<file path="src/rtl/seqtrig_pkg.sv">
`timescale 1ns/1ps
package seqtrig_pkg;
  localparam int unsigned GROUPS  = 4;
  localparam int unsigned MAX_CNT = 2;
  localparam logic [7:0] IRQ_CLR_ADDR = 8'h88;

  typedef enum logic [1:0] {
    ACT_GOTO  = 2'd0,
    ACT_FIRE  = 2'd1,
    ACT_CLR   = 2'd2,
    ACT_START = 2'd3
  } act_e;

  typedef struct packed {
    logic       grp_en;
    logic       need_cnt;
    logic       cnt_sel;
    act_e       act;
    logic [2:0] nxt;
  } cond_t;
endpackage

</file>
<file path="src/rtl/seqtrig_cfg.sv">
`timescale 1ns/1ps
module seqtrig_cfg
  import seqtrig_pkg::*;
#(
  parameter int unsigned NUM_STEPS = 4,
  parameter int unsigned SENSE_W   = 8,
  parameter int unsigned CNT_W     = 8
) (
  input  logic                                         clk_i,
  input  logic                                         rst_ni,
  input  logic                                         en_i,
  input  logic                                         wr_en_i,
  input  logic [7:0]                                   wr_addr_i,
  input  logic [31:0]                                  wr_data_i,
  output logic [NUM_STEPS-1:0][GROUPS-1:0][SENSE_W-1:0] mask_o,
  output logic [NUM_STEPS-1:0][GROUPS-1:0][SENSE_W-1:0] val_o,
  output cond_t [NUM_STEPS-1:0][GROUPS-1:0]            cond_o,
  output logic [MAX_CNT-1:0][CNT_W-1:0]                cmp_o,
  output logic [MAX_CNT-1:0]                           mode_o,
  output logic                                         irq_clr_o
);
  logic cfg_we;
  assign cfg_we    = wr_en_i && !en_i;
  assign irq_clr_o = wr_en_i && (wr_addr_i == IRQ_CLR_ADDR);

  logic unused_data;
  assign unused_data = ^wr_data_i;

  always_ff @(posedge clk_i or negedge rst_ni) begin
    if (!rst_ni) begin
      mask_o <= '0;
      val_o  <= '0;
      cond_o <= '0;
      cmp_o  <= '0;
      mode_o <= '0;
    end else if (cfg_we) begin
      if (!wr_addr_i[7]) begin
        for (int s = 0; s < int'(NUM_STEPS); s++) begin
          for (int g = 0; g < int'(GROUPS); g++) begin
            if (wr_addr_i[6:4] == 3'(s) && wr_addr_i[3:2] == 2'(g)) begin
              case (wr_addr_i[1:0])
                2'd0:    mask_o[s][g] <= wr_data_i[SENSE_W-1:0];
                2'd1:    val_o[s][g]  <= wr_data_i[SENSE_W-1:0];
                2'd2:    cond_o[s][g] <= cond_t'(wr_data_i[7:0]);
                default: ;
              endcase
            end
          end
        end
      end else if (wr_addr_i[6:1] == 6'd0) begin
        cmp_o[wr_addr_i[0]]  <= wr_data_i[CNT_W-1:0];
        mode_o[wr_addr_i[0]] <= wr_data_i[16];
      end
    end
  end

  // programming is frozen while enabled
  p_cfg_frozen_r9: assert property (@(posedge clk_i) disable iff (!rst_ni)
    en_i |=> ($stable(mask_o) && $stable(val_o) && $stable(cond_o)
              && $stable(cmp_o) && $stable(mode_o)));
endmodule

</file>
<file path="src/rtl/seqtrig_match.sv">
`timescale 1ns/1ps
module seqtrig_match
  import seqtrig_pkg::*;
#(
  parameter int unsigned SENSE_W = 8
) (
  input  logic [SENSE_W-1:0]              sense_i,
  input  logic [GROUPS-1:0][SENSE_W-1:0]  mask_i,
  input  logic [GROUPS-1:0][SENSE_W-1:0]  val_i,
  input  cond_t [GROUPS-1:0]              cond_i,
  output logic                            hit_o,
  output cond_t                           win_o
);
  logic [GROUPS-1:0] grp_hit;

  for (genvar g = 0; g < GROUPS; g++) begin : g_grp
    assign grp_hit[g] = cond_i[g].grp_en &&
                        (((sense_i ^ val_i[g]) & mask_i[g]) == '0);
  end

  // ascending scan: last hit is the highest-numbered group
  always_comb begin
    hit_o = 1'b0;
    win_o = cond_i[0];
    for (int g = 0; g < int'(GROUPS); g++) begin
      if (grp_hit[g]) begin
        hit_o = 1'b1;
        win_o = cond_i[g];
      end
    end
  end
endmodule

</file>
<file path="src/rtl/seqtrig_cnt.sv">
`timescale 1ns/1ps
module seqtrig_cnt
  import seqtrig_pkg::*;
#(
  parameter int unsigned NUM_CNT = 2,
  parameter int unsigned CNT_W   = 8
) (
  input  logic                         clk_i,
  input  logic                         rst_ni,
  input  logic                         en_i,
  input  logic [MAX_CNT-1:0][CNT_W-1:0] cmp_i,
  input  logic [MAX_CNT-1:0]           mode_i,
  input  logic                         need_i,
  input  logic                         sel_i,
  input  logic                         go_i,
  input  act_e                         act_i,
  output logic                         sat_o
);
  logic [CNT_W-1:0] cnt_q [MAX_CNT];
  logic             run_q [MAX_CNT];
  logic             sat_c [MAX_CNT];

  for (genvar c = 0; c < MAX_CNT; c++) begin : g_cnt
    if (c < NUM_CNT) begin : g_on
      logic mine;
      logic [CNT_W:0] inc;
      assign mine = (sel_i == 1'(c));
      assign inc  = {1'b0, cnt_q[c]} + 1'b1;
      assign sat_c[c] = mode_i[c] ? (cnt_q[c] >= cmp_i[c])
                                  : (inc >= {1'b0, cmp_i[c]});

      always_ff @(posedge clk_i or negedge rst_ni) begin
        if (!rst_ni) begin
          cnt_q[c] <= '0;
          run_q[c] <= 1'b0;
        end else if (!en_i) begin
          cnt_q[c] <= '0;
          run_q[c] <= 1'b0;
        end else begin
          if (mode_i[c] && run_q[c] && cnt_q[c] != '1) cnt_q[c] <= inc[CNT_W-1:0];
          if (need_i && mine && !mode_i[c] && !sat_c[c]) cnt_q[c] <= inc[CNT_W-1:0];
          if (go_i && mine && (need_i || act_i == ACT_CLR || act_i == ACT_START)) begin
            cnt_q[c] <= '0;
            run_q[c] <= 1'b0;
          end
          if (go_i && mine && act_i == ACT_START) run_q[c] <= 1'b1;
        end
      end

      p_dis_clr_r10: assert property (@(posedge clk_i) disable iff (!rst_ni)
        !en_i |=> (cnt_q[c] == '0 && !run_q[c]));
      p_evt_cap_r7: assert property (@(posedge clk_i) disable iff (!rst_ni)
        (en_i && !mode_i[c]) |-> (cnt_q[c] == '0 || cnt_q[c] < cmp_i[c]));
    end else begin : g_off
      logic unused_c;
      assign unused_c = ^{cmp_i[c], mode_i[c]};
      assign cnt_q[c] = '0;
      assign run_q[c] = 1'b0;
      assign sat_c[c] = 1'b0;
    end
  end

  assign sat_o = sat_c[sel_i];
endmodule

</file>
<file path="src/rtl/seq_trigger.sv">
`timescale 1ns/1ps
module seq_trigger
  import seqtrig_pkg::*;
#(
  parameter int unsigned NUM_STEPS = 4,
  parameter int unsigned SENSE_W   = 8,
  parameter int unsigned NUM_CNT   = 2,
  parameter int unsigned CNT_W     = 8
) (
  input  logic               clk_i,
  input  logic               rst_ni,
  input  logic               en_i,
  input  logic [SENSE_W-1:0] sense_i,
  input  logic               wr_en_i,
  input  logic [7:0]         wr_addr_i,
  input  logic [31:0]        wr_data_i,
  output logic               trig_o,
  output logic               irq_o
);
  localparam int unsigned STEP_W = (NUM_STEPS > 1) ? $clog2(NUM_STEPS) : 1;

  logic [NUM_STEPS-1:0][GROUPS-1:0][SENSE_W-1:0] mask_q, val_q;
  cond_t [NUM_STEPS-1:0][GROUPS-1:0]             cond_q;
  logic [MAX_CNT-1:0][CNT_W-1:0]                 cmp_q;
  logic [MAX_CNT-1:0]                            mode_q;
  logic                                          irq_clr;

  logic [STEP_W-1:0] step_q;
  logic              hit, sat, go, fire, nxt_ok;
  cond_t             win;

  seqtrig_cfg #(.NUM_STEPS(NUM_STEPS), .SENSE_W(SENSE_W), .CNT_W(CNT_W)) u_cfg (
    .clk_i, .rst_ni, .en_i, .wr_en_i, .wr_addr_i, .wr_data_i,
    .mask_o(mask_q), .val_o(val_q), .cond_o(cond_q),
    .cmp_o(cmp_q), .mode_o(mode_q), .irq_clr_o(irq_clr)
  );

  seqtrig_match #(.SENSE_W(SENSE_W)) u_match (
    .sense_i, .mask_i(mask_q[step_q]), .val_i(val_q[step_q]),
    .cond_i(cond_q[step_q]), .hit_o(hit), .win_o(win)
  );

  seqtrig_cnt #(.NUM_CNT(NUM_CNT), .CNT_W(CNT_W)) u_cnt (
    .clk_i, .rst_ni, .en_i, .cmp_i(cmp_q), .mode_i(mode_q),
    .need_i(hit && win.need_cnt), .sel_i(win.cnt_sel), .go_i(go),
    .act_i(win.act), .sat_o(sat)
  );

  assign go     = en_i && hit && (!win.need_cnt || sat);
  assign fire   = go && (win.act == ACT_FIRE);
  assign nxt_ok = 32'(win.nxt) < NUM_STEPS;

  always_ff @(posedge clk_i or negedge rst_ni) begin
    if (!rst_ni) begin
      step_q <= '0;
      trig_o <= 1'b0;
      irq_o  <= 1'b0;
    end else begin
      trig_o <= fire;
      if (fire)         irq_o <= 1'b1;
      else if (irq_clr) irq_o <= 1'b0;
      if (!en_i)        step_q <= '0;
      else if (go)      step_q <= nxt_ok ? STEP_W'(win.nxt) : '0;
    end
  end

  p_step_range_r4: assert property (@(posedge clk_i) disable iff (!rst_ni)
    32'(step_q) < NUM_STEPS);
  p_trig_irq_r5: assert property (@(posedge clk_i) disable iff (!rst_ni)
    trig_o |-> irq_o);
  p_irq_hold_r6: assert property (@(posedge clk_i) disable iff (!rst_ni)
    (irq_o && !irq_clr) |=> irq_o);
  p_dis_idle_r10: assert property (@(posedge clk_i) disable iff (!rst_ni)
    !en_i |=> (step_q == '0 && !trig_o));
endmodule

</file>
<file path="config.mk">
export PLATFORM = sky130hd
export DESIGN_NAME = seq_trigger
export DESIGN_NICKNAME = d
export VERILOG_FILES = /design/src/rtl/seqtrig_pkg.sv /design/src/rtl/seqtrig_cfg.sv /design/src/rtl/seqtrig_match.sv /design/src/rtl/seqtrig_cnt.sv /design/src/rtl/seq_trigger.sv
export SDC_FILE = /design/constraint.sdc
export NUM_CORES = 1
export LEC_CHECK = 0
export BUFFER_PORTS_ARGS = -buffer_cell sky130_fd_sc_hd__buf_2
export CAP_MARGIN = 40
export CORE_ASPECT_RATIO = 0.5
export CORE_MARGIN = 3
export CORE_UTILIZATION = 57
export DETAILED_ROUTE_END_ITERATION = 8
export MAX_ROUTING_LAYER = met4
export PLACE_DENSITY_LB_ADDON = 0.2
export SLEW_MARGIN = 40
export SYNTH_ARGS = -nofsm -noshare
export SYNTH_HDL_FRONTEND = slang
export SYNTH_SLANG_ARGS = --single-unit
</file>
<file path="constraint.sdc">
create_clock -name clk_i -period 3.62 [get_ports clk_i]
set_input_delay 0.724 -clock clk_i [delete_from_list [all_inputs] [get_ports clk_i]]
set_output_delay 0.724 -clock clk_i [all_outputs]
set_load 0.02 [all_outputs]
</file>
==> flow_summary.yaml <==
logic_synthesis:
  mappedNetlistArea_um2: 20400
  post_synth.cell_area_avg_um2: 13.1
  synth.top_cell.area_share_pct: 51.9
  seq_area_frac_synth_pct: 51.9
  synthCells: 1565
  synth-edff-count: 0
  async_flop_share_pct: 100
  syn-num-nets: 1651
  netlist-cell-type-count: 65
  synth.yosys.warnings: 0
  postSynth.topFlopCell: "dfrtp_1"
  synth.area.top_cells: "dfrtp_1 (52%), mux2_2 (22%), xor2_1 (4.0%)"
  post-synth-top-area-cell: "dfrtp_1"
  postSynthRegisterBits: 424
critical_path:
  crit_family: "simple AND/OR/NAND/NOR gates"
  worst-path-buf-inv: 1
  worst-path-max-fanout: 16
  end_kind: "register"
  slowest_stage: "or4_1"
  worst_path_largest_cell_delay_ps: 600
  worst-setup-path-type: "reg2reg"
  cp_data_arrival_time_ps: 4040
  cp.required_ps: 4090
  start_kind: "register"
  critical-path-top-cell-by-count: "or3_1"
  critical_path.cell_chain: "buf_12 -> nor2b_1 -> a32o_1 -> or4_1 -> o22a_2 -> or3_1 -> nand2_1 -> o21ai_1 -> o31a_2 -> or3_1 -> a21boi_2"
placement:
  detailedPlacementHpwl_um: 32700
  placement.setup.worst_slack_ps: -428
  finalWeightedCongestion: 0.884
  io_buffers: 30
sta:
  fin_setup_tns_ps: 0
  maxSlewHeadroom_pct: 53.4
  part_of_the_cycle_the_worst_path_needs_pct: 98.6
  setup_violations: 0
  report.final.slew_viol_count: 0
  timing_worst_slew_pin_value_ps: 700
  timing.final.hold_violations: 0
  max_clock_freq_mhz: 280
  final_period_minus_worst_setup_slack_ps: 3570
  setup_slack_ps: 51.3
  fin_worst_skew_ps: 18.3
  hold_slack_ps: 8.90
power:
  standby_leakage_power_nw: 11.6
  total_power_consumption_mw: 9.93
  powerDensity_nw_per_um2: 423
  vdd.ir_drop.worst_mv: 0.302
finish:
  register_area_um2: 10600
  fillers: 2488
  final_layout_size_suffix_gt1_share_pct: 40.6
  mostFrequentLayoutCells: "dfrtp_1 (422), mux2_2 (406), buf_4 (118)"
  area_delta_synth_final_pct: 14.9
  mostFrequentLayoutCell: "dfrtp_1"
  multiInputGateArea_um2: 9460
  finish.utilization_pct: 67.3
  num-nets-final: 1760
drt:
  avg_vias_per_cell: 6.12
  postRouteWirelength_um: 50700
  vias: 13300
  detailedRoute.firstIterationViolations: 1204
  detail_route.drc_violations: 0
  drt_pass1_iterations: 5
  routed_wire_length_per_instance_um: 23.2
  ant_nets: 0
clock_network:
  clkTransAtPathRegs_ps: 70
  cts_num_sinks: 424
  number_of_buffers_created_by_cts: 39
  clkLatencyLatePin_ps: 550
  cts_tree: "built"
  cts_buffer_depth: 3
  htreeDepth: 2
  clock-root-buffer: "clkbuf_16"
flow_run:
  max-cap-violations: 0
floorplanning:
  fp.coreArea_um2: 34900
  rows: 48
  die_area_um2: 38300
  die-height_um: 140
  initial_core_util_pct: 58.6
  floorplan.die.width_um: 274
  io_pins: 54
global_routing:
  grt-ovfl-total: 0
  global_route_usage_over_all_layers_pct: 27.8
  grt_first_pass_wirelength_um: 80300
  largest_net_degree_at_the_start_of_global_routing: 98
  number_of_global_route_vias_before_repair: 14200
  number_of_antenna_violations_at_the_first_check_in_global_routing: 1
min_path:
  hold_path.class: "in2async"
status:
  outcome: "completed"
## report_power, final
group / switching, mW / internal, mW / leakage, nW
clock: 1.86 / 2.46 / 0.629
combinational: 0.406 / 0.274 / 5.11
sequential: 0.0689 / 4.86 / 5.85
total: 2.33 / 7.60 / 11.6
## layer usage
metal  GRT usage [%]  share of wire (%)
met1            38.3                 44
met2            43.8                 48
met3            4.35                6.0
met4            6.95                2.0
met5               -                  0
## synthesized netlist by cell type (4+ instances only)
cell type  count
dfrtp_1      424
mux2_2       406
xor2_1        93
nand2_1       92
clkbuf_1      57
xnor2_1       41
inv_1         39
o21ai_0       36
ha_1          34
nand3_1       31
mux4_2        28
a21oi_1       27
nor2_1        27
buf_2         20
or3_1         17
mux2i_1       16
nor2b_1       13
a22oi_1       11
o32ai_1        9
a21boi_1       8
buf_4          8
nand2b_1       8
a21boi_0       6
a21o_1         6
a222oi_1       6
a32o_1         6
nor3b_1        6
o2111ai_1      6
or2_2          5
a211oi_1       4
a221oi_1       4
and2_1         4
and3_1         4
o221ai_1       4
o22ai_1        4
## registers in the layout, summed over array words and instances, names as in the netlist
signal        flops
irq_o             1
u_cfg.cond_o    128
u_cfg.mode_o      2
u_cfg.cmp_o      16
trig_o            1
step_q            2
u_cfg.val_o     128
u_cfg.mask_o    128
u_cnt.run_q       2
u_cnt.cnt_q      16
## cell families (layout without fill, tap and decap cells)
group	Yosys count	count (layout)	synth area share (%)
flops	424	424	51.9
compound gates	168	168	5.86
mux	450	450	26.2
buf+inv	127	265	2.71
simple gates	228	228	5.47
other cells	0	1	0
xor+xnor	134	134	5.74
fa+ha+maj	34	34	2.08
## cell type report
class,instances,share of cell area (%)
Clock buffer,56,4.77
Timing Repair Buffer,156,5.70
Sequential cell,424,45.2
Tap cell,475,2.53
Antenna cell,1,0.0107
Inverter,39,0.623
Multi-Input combinational cell,1014,40.3
Clock inverter,14,0.874
## worst reg2reg max path: cells and delay by family (launching register included)
family / cells / cell delay (ps)
buffers and inverters: 1 / 170
and+or+nand+nor: 5 / 1600
DFF: 1 / 510
AOI/OAI and AO/OA: 5 / 1180
## final timing paths
kind / cells after the start / slack [ps] / endpoint / start
max reg2reg: 11 / 50 / u_cnt.cnt_q[14]$_DFFE_PN0P_ / step_q[0]$_DFFE_PN0P_
max: 11 / 50 / u_cnt.cnt_q[14]$_DFFE_PN0P_ / step_q[0]$_DFFE_PN0P_
max in group asynchronous: 4 / 2460 / u_cfg.val_o[75]$_DFFE_PN0P_ / rst_ni
min reg2reg: 1 / 500 / u_cfg.mask_o[76]$_DFFE_PN0P_ / u_cfg.mask_o[76]$_DFFE_PN0P_
min: 1 / 9 / u_cnt.cnt_q[1]$_DFFE_PN0P_ / rst_ni
min in group clk_i: 2 / 450 / u_cfg.mode_o[1]$_DFFE_PN0P_ / wr_data_i[16]
## stage by stage
stage / area (um^2) / instances
4_1_cts: 23200 / 2169
3_3_place_gp: 21800 / 2097
2_1_floorplan: 20400 / 1565
6_report: 23500 / 2179
5_1_grt: 23500 / 2179
3_5_place_dp: 21800 / 2097
## what timing repair did
action / CTS / global route
gates resized for setup: 5 / 35
hold buffers: 0 / 0
pin swaps: 2 / 24
setup buffers: 2 / 8
setup endpoints to repair: 21 / 22
gates cloned: 0 / 1
Note: power is estimated with default switching activity, not from simulation.
